<file path="src/rtl/rgbscan_pkg.sv">
package rgbscan_pkg;

  // Display phase inside one column slot.
  typedef enum logic {
    PH_BLANK = 1'b0,
    PH_SHOW  = 1'b1
  } scan_phase_e;

  // One pixel's colour: each channel is simply on or off.
  typedef struct packed {
    logic r;
    logic g;
    logic b;
  } rgb_bits_t;

endpackage

</file>
<file path="src/rtl/scan_timer.sv">
module scan_timer
  import rgbscan_pkg::*;
#(
  parameter int NUM_COLS   = 11,
  parameter int DWELL_CLKS = 25000,
  parameter int BLANK_CLKS = 1,
  localparam int CNT_W     = (DWELL_CLKS > 1) ? $clog2(DWELL_CLKS) : 1,
  localparam int COL_W     = (NUM_COLS > 1) ? $clog2(NUM_COLS) : 1
) (
  input  logic             clk,
  input  logic             rst,
  output logic [COL_W-1:0] col_idx,
  output scan_phase_e      phase
);

  localparam logic [CNT_W-1:0] LAST_TICK = CNT_W'(DWELL_CLKS - 1);
  localparam logic [CNT_W-1:0] SHOW_FROM = CNT_W'(BLANK_CLKS);
  localparam logic [COL_W-1:0] LAST_COL  = COL_W'(NUM_COLS - 1);

  logic [CNT_W-1:0] tick_q;
  logic [COL_W-1:0] col_q;

  // Dwell prescaler and column counter; the column wraps after the last one.
  always_ff @(posedge clk) begin
    if (rst) begin
      tick_q <= '0;
      col_q  <= '0;
    end else if (tick_q == LAST_TICK) begin
      tick_q <= '0;
      col_q  <= (col_q == LAST_COL) ? '0 : col_q + 1'b1;
    end else begin
      tick_q <= tick_q + 1'b1;
    end
  end

  assign col_idx = col_q;
  assign phase   = (tick_q < SHOW_FROM) ? PH_BLANK : PH_SHOW;

endmodule

</file>
<file path="src/rtl/column_slicer.sv">
module column_slicer
  import rgbscan_pkg::*;
#(
  parameter int        NUM_ROWS     = 10,
  parameter int        NUM_COLS     = 11,
  parameter bit        SINGLE_COLOR = 1'b0,
  parameter rgb_bits_t SOLID_RGB    = 3'b111,
  localparam int       PIXELS       = NUM_ROWS * NUM_COLS,
  localparam int       COL_W        = (NUM_COLS > 1) ? $clog2(NUM_COLS) : 1,
  localparam int       PIX_W        = $clog2(PIXELS)
) (
  input  logic [COL_W-1:0]    col_idx,
  input  logic [PIXELS-1:0]   red_frame,
  input  logic [PIXELS-1:0]   green_frame,
  input  logic [PIXELS-1:0]   blue_frame,
  output logic [NUM_ROWS-1:0] red_on,
  output logic [NUM_ROWS-1:0] green_on,
  output logic [NUM_ROWS-1:0] blue_on
);

  logic [PIX_W-1:0]    base;
  logic [NUM_ROWS-1:0] red_sel;
  logic [NUM_ROWS-1:0] green_sel;
  logic [NUM_ROWS-1:0] blue_sel;

  // Column-major layout: the column's rows are contiguous bits.
  assign base = PIX_W'(col_idx) * PIX_W'(NUM_ROWS);

  for (genvar r = 0; r < NUM_ROWS; r++) begin : g_row
    logic [PIX_W-1:0] idx;
    assign idx          = base + PIX_W'(r);
    assign red_sel[r]   = red_frame[idx];
    assign green_sel[r] = green_frame[idx];
    assign blue_sel[r]  = blue_frame[idx];
  end

  if (SINGLE_COLOR) begin : g_single
    // Red frame is the lit map; the fixed colour gates each channel.
    assign red_on   = red_sel & {NUM_ROWS{SOLID_RGB.r}};
    assign green_on = red_sel & {NUM_ROWS{SOLID_RGB.g}};
    assign blue_on  = red_sel & {NUM_ROWS{SOLID_RGB.b}};
  end else begin : g_rgb
    assign red_on   = red_sel;
    assign green_on = green_sel;
    assign blue_on  = blue_sel;
  end

endmodule

</file>
<file path="src/rtl/row_driver.sv">
module row_driver
  import rgbscan_pkg::*;
#(
  parameter int  NUM_ROWS = 10,
  parameter int  ADDR_W   = 4,
  parameter int  COL_W    = 4
) (
  input  logic                clk,
  input  logic                rst,
  input  scan_phase_e         phase,
  input  logic [COL_W-1:0]    col_idx,
  input  logic [NUM_ROWS-1:0] red_on,
  input  logic [NUM_ROWS-1:0] green_on,
  input  logic [NUM_ROWS-1:0] blue_on,
  output logic [ADDR_W-1:0]   col_addr,
  output logic [NUM_ROWS-1:0] row_red_n,
  output logic [NUM_ROWS-1:0] row_green_n,
  output logic [NUM_ROWS-1:0] row_blue_n
);

  localparam logic [ADDR_W-1:0] OFF_CODE = '1;

  // Registered outputs: blank (off code, rows high) or the column pattern inverted.
  always_ff @(posedge clk) begin
    if (rst || phase == PH_BLANK) begin
      col_addr    <= OFF_CODE;
      row_red_n   <= '1;
      row_green_n <= '1;
      row_blue_n  <= '1;
    end else begin
      col_addr    <= ADDR_W'(col_idx);
      row_red_n   <= ~red_on;
      row_green_n <= ~green_on;
      row_blue_n  <= ~blue_on;
    end
  end

endmodule

</file>
<file path="src/rtl/rgb_matrix_scanner.sv">
module rgb_matrix_scanner
  import rgbscan_pkg::*;
#(
  parameter int        NUM_ROWS     = 10,
  parameter int        NUM_COLS     = 11,
  parameter int        ADDR_W       = 4,
  parameter int        DWELL_CLKS   = 25000,
  parameter int        BLANK_CLKS   = 1,
  parameter bit        SINGLE_COLOR = 1'b0,
  parameter rgb_bits_t SOLID_RGB    = 3'b111,
  localparam int       PIXELS       = NUM_ROWS * NUM_COLS,
  localparam int       COL_W        = (NUM_COLS > 1) ? $clog2(NUM_COLS) : 1
) (
  input  logic                clk,
  input  logic                rst,
  input  logic [PIXELS-1:0]   red_frame,
  input  logic [PIXELS-1:0]   green_frame,
  input  logic [PIXELS-1:0]   blue_frame,
  output logic [ADDR_W-1:0]   col_addr,
  output logic [NUM_ROWS-1:0] row_red_n,
  output logic [NUM_ROWS-1:0] row_green_n,
  output logic [NUM_ROWS-1:0] row_blue_n
);

  initial begin
    if (NUM_COLS >= (1 << ADDR_W)) $error("column count leaves no off code");
    if (BLANK_CLKS < 1 || BLANK_CLKS >= DWELL_CLKS) $error("blanking must fit inside the dwell");
  end

  logic [COL_W-1:0]    col_idx;
  scan_phase_e         phase;
  logic [NUM_ROWS-1:0] red_on, green_on, blue_on;

  scan_timer #(
    .NUM_COLS  (NUM_COLS),
    .DWELL_CLKS(DWELL_CLKS),
    .BLANK_CLKS(BLANK_CLKS)
  ) timer_i (
    .clk    (clk),
    .rst    (rst),
    .col_idx(col_idx),
    .phase  (phase)
  );

  column_slicer #(
    .NUM_ROWS    (NUM_ROWS),
    .NUM_COLS    (NUM_COLS),
    .SINGLE_COLOR(SINGLE_COLOR),
    .SOLID_RGB   (SOLID_RGB)
  ) slicer_i (
    .col_idx    (col_idx),
    .red_frame  (red_frame),
    .green_frame(green_frame),
    .blue_frame (blue_frame),
    .red_on     (red_on),
    .green_on   (green_on),
    .blue_on    (blue_on)
  );

  row_driver #(
    .NUM_ROWS(NUM_ROWS),
    .ADDR_W  (ADDR_W),
    .COL_W   (COL_W)
  ) driver_i (
    .clk        (clk),
    .rst        (rst),
    .phase      (phase),
    .col_idx    (col_idx),
    .red_on     (red_on),
    .green_on   (green_on),
    .blue_on    (blue_on),
    .col_addr   (col_addr),
    .row_red_n  (row_red_n),
    .row_green_n(row_green_n),
    .row_blue_n (row_blue_n)
  );

endmodule

</file>
<file path="config.mk">
export PLATFORM = sky130hd
export DESIGN_NAME = rgb_matrix_scanner
export DESIGN_NICKNAME = d
export VERILOG_FILES = /design/src/rtl/rgbscan_pkg.sv /design/src/rtl/scan_timer.sv /design/src/rtl/column_slicer.sv /design/src/rtl/row_driver.sv /design/src/rtl/rgb_matrix_scanner.sv
export SDC_FILE = /design/constraint.sdc
export NUM_CORES = 1
export LEC_CHECK = 0
export BUFFER_PORTS_ARGS = -buffer_cell sky130_fd_sc_hd__buf_2
export CELL_PAD_IN_SITES_DETAIL_PLACEMENT = 0
export CELL_PAD_IN_SITES_GLOBAL_PLACEMENT = 2
export CORE_UTILIZATION = 30
export DETAILED_ROUTE_END_ITERATION = 10
export GPL_ROUTABILITY_DRIVEN = 1
export MAX_ROUTING_LAYER = met4
export PLACE_DENSITY = 0.83
export SYNTH_ARGS = -nofsm -noshare
export SYNTH_HDL_FRONTEND = slang
export SYNTH_SLANG_ARGS = --single-unit
</file>
<file path="constraint.sdc">
create_clock -name clk -period 3.7 [get_ports clk]
set_input_delay 0.74 -clock clk [delete_from_list [all_inputs] [get_ports clk]]
set_output_delay 0.74 -clock clk [all_outputs]
set_load 0.05 [all_outputs]
</file>
-- Word level (Yosys, flattened, before mapping)
Index checks and enable logic that the tools add are counted.
- flip-flop bits (word level): 53
- input port bits: 332
- output and inout port bits: 34
- word-level logic and storage cells: 97
- add/subtract/negate cells: 11
- $mul: 1
- $lt $le $gt $ge: 11
- eq/ne operators: 2
- mux-type cells: 61
- bitwise operators: 3
- reduce and logical (&&, ||, !) cells: 2
- operator list (operator ; number):
    $bmux 1 s7 ; 27
    $lt 7x8->1 const B ; 10
    $mux 1 ; 30
    $not 10->10 ; 3
    $add 7x3->7 const B ; 4
    $bmux 1 s6 ; 3
    $add 15x1->15 const B ; 1
    $eq 15x15->1 const B ; 1
    $lt 15x1->1 const B ; 1
    $add 7x2->7 const B ; 2
    $add 7x4->7 const B ; 2
    $add 7x1->7 const B ; 1
    $mul 4x3->6 const B ; 1
    $add 4x1->4 const B ; 1
    $eq 4x4->1 const B ; 1
    $mux 4 ; 1
    $reduce_or 2->1 ; 1
    $logic_or 1x1->1 ; 1

-- Logic depth before layout (Yosys ltp)
- depth after elaboration: 5
- depth in mapped cells: 16
- mapped depth without buffers: 10

-- Cells and area by module
Synthesis repeated with hierarchy kept, for this count alone.
- cells, all modules: 1207
- area, all modules: 13947.1 sq um
- modules (own cells, without submodules) (module ; times used ; cells an instance ; area each (sq um) ; sequential area each (sq um)):
    column_slicer ; 1 ; 1029 ; 12097.9 ; 0.0
    row_driver ; 1 ; 75 ; 975.9 ; 680.7
    scan_timer ; 1 ; 103 ; 873.3 ; 380.4

-- Worst setup path before layout
No wires, ideal clock.
- kind: reg2reg
- start point: register timer_i.col_q[0], in the netlist timer_i.col_idx[0]
- end point: register driver_i.row_blue_n[6]
- library setup time: 0.087 ns
- arrival time: 3.300 ns
- required time: 3.613 ns
- setup slack: 0.313 ns
- stages on the path, launching flop included: 15
- path buffers: 7
- period minus slack after synthesis: 3.387 ns
- cell sequence: dfxtp_1 -> buf_6 -> buf_12 -> buf_6 -> inv_2 -> buf_4 -> clkbuf_1 -> ha_1 -> buf_2 -> xor2_2 -> buf_2 -> mux4_2 -> nand2_1 -> nand2_1 -> o31ai_1
- word-level cells in the longest chain between the ends: 5
- ends and longest elaborated chain (item ; RTL line ; text):
    from (decl) ; scan_timer.sv:21 ; logic [COL_W-1:0] col_q;
    from (signal assigned) ; scan_timer.sv:30 ; col_q <= (col_q == LAST_COL) ? '0 : col_q + 1'b1;
    $mul 4x3->6 ; column_slicer.sv:27 ; assign base = PIX_W'(col_idx) * PIX_W'(NUM_ROWS);
    $add 7x3->7 ; column_slicer.sv:31 ; assign idx = base + PIX_W'(r);
    $bmux 1 s7 ; column_slicer.sv:34 ; assign blue_sel[r] = blue_frame[idx];
    $mux 1 (implied by the code) ; column_slicer.sv:34 ;
    $not 10->10 ; row_driver.sv:34 ; row_blue_n <= ~blue_on;
    to (signal assigned) ; row_driver.sv:34 ;
    to (decl) ; row_driver.sv:18 ; output logic [NUM_ROWS-1:0] row_blue_n
Every way passes these cells. The select of a mux whose other input is x is not followed.
A chain may end at the register's enable or synchronous reset.

-- Final worst setup path
- start point: register timer_i.col_q[1], in the netlist timer_i.col_idx[1]
- end point: register driver_i.row_blue_n[8]
- word-level cells in the longest chain between the ends: 5
- ends and longest elaborated chain (item ; RTL line):
    $mul 4x3->6 ; column_slicer.sv:27
    $add 7x4->7 ; column_slicer.sv:31
    $bmux 1 s7 ; column_slicer.sv:34
    $mux 1 (implied by the code) ; column_slicer.sv:34
    $not 10->10 ; row_driver.sv:34
Every way passes these cells. The select of a mux whose other input is x is not followed.

==> impl_metrics.ini <==
[die]
die_height_um = 225.0
num_rows = 81
dieArea_sq_um = 50630
die_w_um = 225.0
ioPinCount = 366
core_sq_um = 48950
initial_core_util_pct = 30.48

[sta]
setup-violations-final = 0
holdWs_ns = 0.4771
worst_slew_pin_slew_ns = 1.301
finalClockSkew_ns = 0.005603
tns_ns = 0
drv_slew = 0
max_freq_ghz = 0.2753
maxSlewHeadroom_pct = 12.97
period_share_pct = 98.18
finalHoldViolations = 0
postLayoutSetupSlackWorst_ns = 0.06730
period_needed_ns = 3.633
grt_setup_unrepaired = false

[route]
drc = 0
firstDrtPassIters = 5
via_per_inst = 6.414
finalWirelength_um = 68690
wire_per_inst_um = 29.23
vias = 15070
ant_nets = 0
drt_iter0_drc = 1787

[power_and_ir_drop]
powerDensity_nw_per_um2 = 126.1
p_leak_nw = 6.126
power.total_mw = 2.237
peakVddDrop_v = 0.0001528

[global_routing]
first_global_vias = 14770
gr-total-overflow = 0
grt_start_max_net_pins = 166
track_usage_pct = 27.34
antenna_found_initial = 2
grt_pass1_wl_um = 99090

[worst_hold_path]
min-delay-start = timer_i.tick_q[0]
hp-class = flip-flop to flip-flop

[setup_path]
startpoint = timer_i.col_idx[1]
crit_path_start_kind = flip-flop
crit_arrival_ns = 3.79
worstSetupPathType = flip-flop to flip-flop
critical-path-max-stage-delay_ns = 0.73
worst_setup_path_end_kind = flip-flop
cp_data_required_time_ns = 3.86
timing.rr.start = timer_i.col_idx[1]
cp_common_cell = ha_2
critPathMaxFanout = 29
cp_slowest_cell = a2111oi_0
path_cells = ha_1, ha_2, ha_2, buf_12, mux4_2, nand2_1, and3_1, a2111oi_0, o21ai_0

[cts]
clock_latency_ns = 0.31
cts_tree = built
root_buffer = clkbuf_16
htreeDepth = 2
cts_buffers = 5
ctsHoldBuffers = 0
cts_sinks = 53
clockBufferDepth = 2
cts.repair.resized = 0
post_cts_buffers = 0
path_clk_slew_ns = 0.08

[run_status]
status = complete, no violations

[final_layout]
nNetsFinal = 2026
final_area_sq_um = 17730
area_growth_pct = 18.87
fillers = 4947
drive_above_1_share_pct = 49.05

[placement]
hpwl_um = 54100
place_ws_ns = 0.1369
place.gp.congestion = 0.9702
dpl_cell_area_sq_um = 17580
port-buffer-count = 365

[synth]
synth_edf_count = 0
synth_area_per_cell_sq_um = 10.80
ys_ff_latch = 53
synth.net_count = 1725
netlist_area_sq_um = 14920
postSynthCellCount = 1382
yosysUniqueCellTypes = 64
yosysSeqAreaShare_pct = 7.112
async_flop_share_pct = 0
synth-main-ff-cell = dfxtp_1
yosys_warnings = 0

[flow_run]
drv_cap = 0
==> metal layers <==
| metal | routed length, um | vias up | global-route usage (%) |
|---|---|---|---|
| met4 | 2725 | 0 | 9.787 |
| met3 | 6021 | 129 | 4.759 |
| met5 | 0 | - | - |
| met2 | 33490 | 957 | 44.24 |
| li1 | - | 6310 | - |
| met1 | 26450 | 7676 | 34.29 |
==> path summary, 6_finish.rpt <==
| kind | end | slack [ns] | cells past startpoint |
|---|---|---|---|
| max reg2reg | driver_i.row_blue_n[8] | 0.07 | 9 |
| min reg2reg | timer_i.tick_q[0] | 0.48 | 1 |
| min | timer_i.tick_q[0] | 0.48 | 1 |
| max | driver_i.row_blue_n[8] | 0.07 | 9 |
==> layout make-up <==
type	count	area (sq um)	share of cell area, %
inverters	11	41.29	0.2328
clock inverters	3	23.77	0.1340
multi-input cells	1166	13020	73.40
well taps	664	830.8	4.685
diodes	2	5.005	0.02822
repair buffers	446	2623	14.79
flip-flops and latches	53	1069	6.025
clock buffers	5	125.1	0.7055
==> stage by stage <==
step | cells | util [%]
finish | 2350 | 36.23
floorplan | 1382 | -
global placement | 2340 | 35.91
global route | 2350 | 36.23
CTS | 2348 | 36.22
detailed placement | 2340 | 35.91
==> cells in the mapped netlist (all sizes together), types with 3 or more instances <==
master | number | area [sq um]
a2111oi | 3 | 26.28
a211o | 5 | 43.79
a211oi | 18 | 135.1
a21oi | 42 | 221.5
a221oi | 21 | 183.9
a22oi | 6 | 45.04
a311oi | 7 | 61.31
a31oi | 22 | 137.6
a32o | 6 | 60.06
and2 | 4 | 25.03
and3 | 10 | 62.56
buf | 112 | 760.7
clkbuf | 40 | 150.1
dfxtp | 53 | 1061
ha | 10 | 125.1
inv | 9 | 33.79
mux2 | 24 | 270.3
mux2i | 163 | 1632
mux4 | 321 | 7229
nand2 | 193 | 724.4
nand2b | 4 | 25.02
nand3 | 49 | 245.2
nand3b | 4 | 30.03
nor2 | 72 | 272.8
nor2b | 8 | 50.05
nor3 | 29 | 145.1
nor4 | 3 | 25.02
o211ai | 25 | 187.7
o21ai | 29 | 145.1
o22a | 6 | 52.55
o22ai | 11 | 68.82
o311ai | 5 | 43.80
o31a | 6 | 52.55
o31ai | 6 | 45.04
o32ai | 4 | 35.03
xnor2 | 21 | 214.0
xor2 | 14 | 152.6
==> sequential cells by signal (all words and copies together), names as in the netlist <==
signal and count:
timer_i.col_idx 4, driver_i.col_addr 4, timer_i.tick_q 15, driver_i.row_green_n 10, driver_i.row_blue_n 10, driver_i.row_red_n 10
==> critical path, delay by kind of cell, from the launching register on <==
| family | cells | cell delay (ns) |
|---|---|---|
| DFF | 1 | 0.38 |
| adders and majority gates | 3 | 1.28 |
| AOI/OAI and AO/OA | 2 | 0.92 |
| and+or+nand+nor | 2 | 0.32 |
| muxes | 1 | 0.25 |
| buffers and inverters | 1 | 0.29 |
==> power by group <==
part,internal (mW),switching [mW]
Clock,0.257,0.266
Sequential,0.598,0.0265
Combinational,0.489,0.599
==> cells in the final DEF, fill, tap and decap left out, types with 7 or more instances in the layout <==
cell      instances
a31oi_1          21
nand3_1          49
a211oi_1         18
buf_12           15
o211ai_1         25
mux2i_1         163
a311oi_1          7
o21ai_0          26
o22ai_1          11
nor3_1           29
mux2_2           24
a21oi_1          41
inv_1             7
nor2b_1           8
mux4_2          321
nor2_1           71
a221oi_1         21
dfxtp_1          51
xnor2_1          17
buf_4            66
and3_1           10
nand2_1         193
buf_2           365
xor2_1            8
==> cells by family after synthesis <==
| group | count (synthesis) | synth area share (%) |
|---|---|---|
| buf+inv | 163 | 6.382 |
| simple gates | 384 | 11.15 |
| compound gates | 228 | 10.73 |
| xor+xnor | 35 | 2.457 |
| flops | 53 | 7.112 |
| fa+ha+maj | 11 | 0.9728 |
| mux | 508 | 61.20 |
No activity file was read; power rests on OpenSTA's default activity.
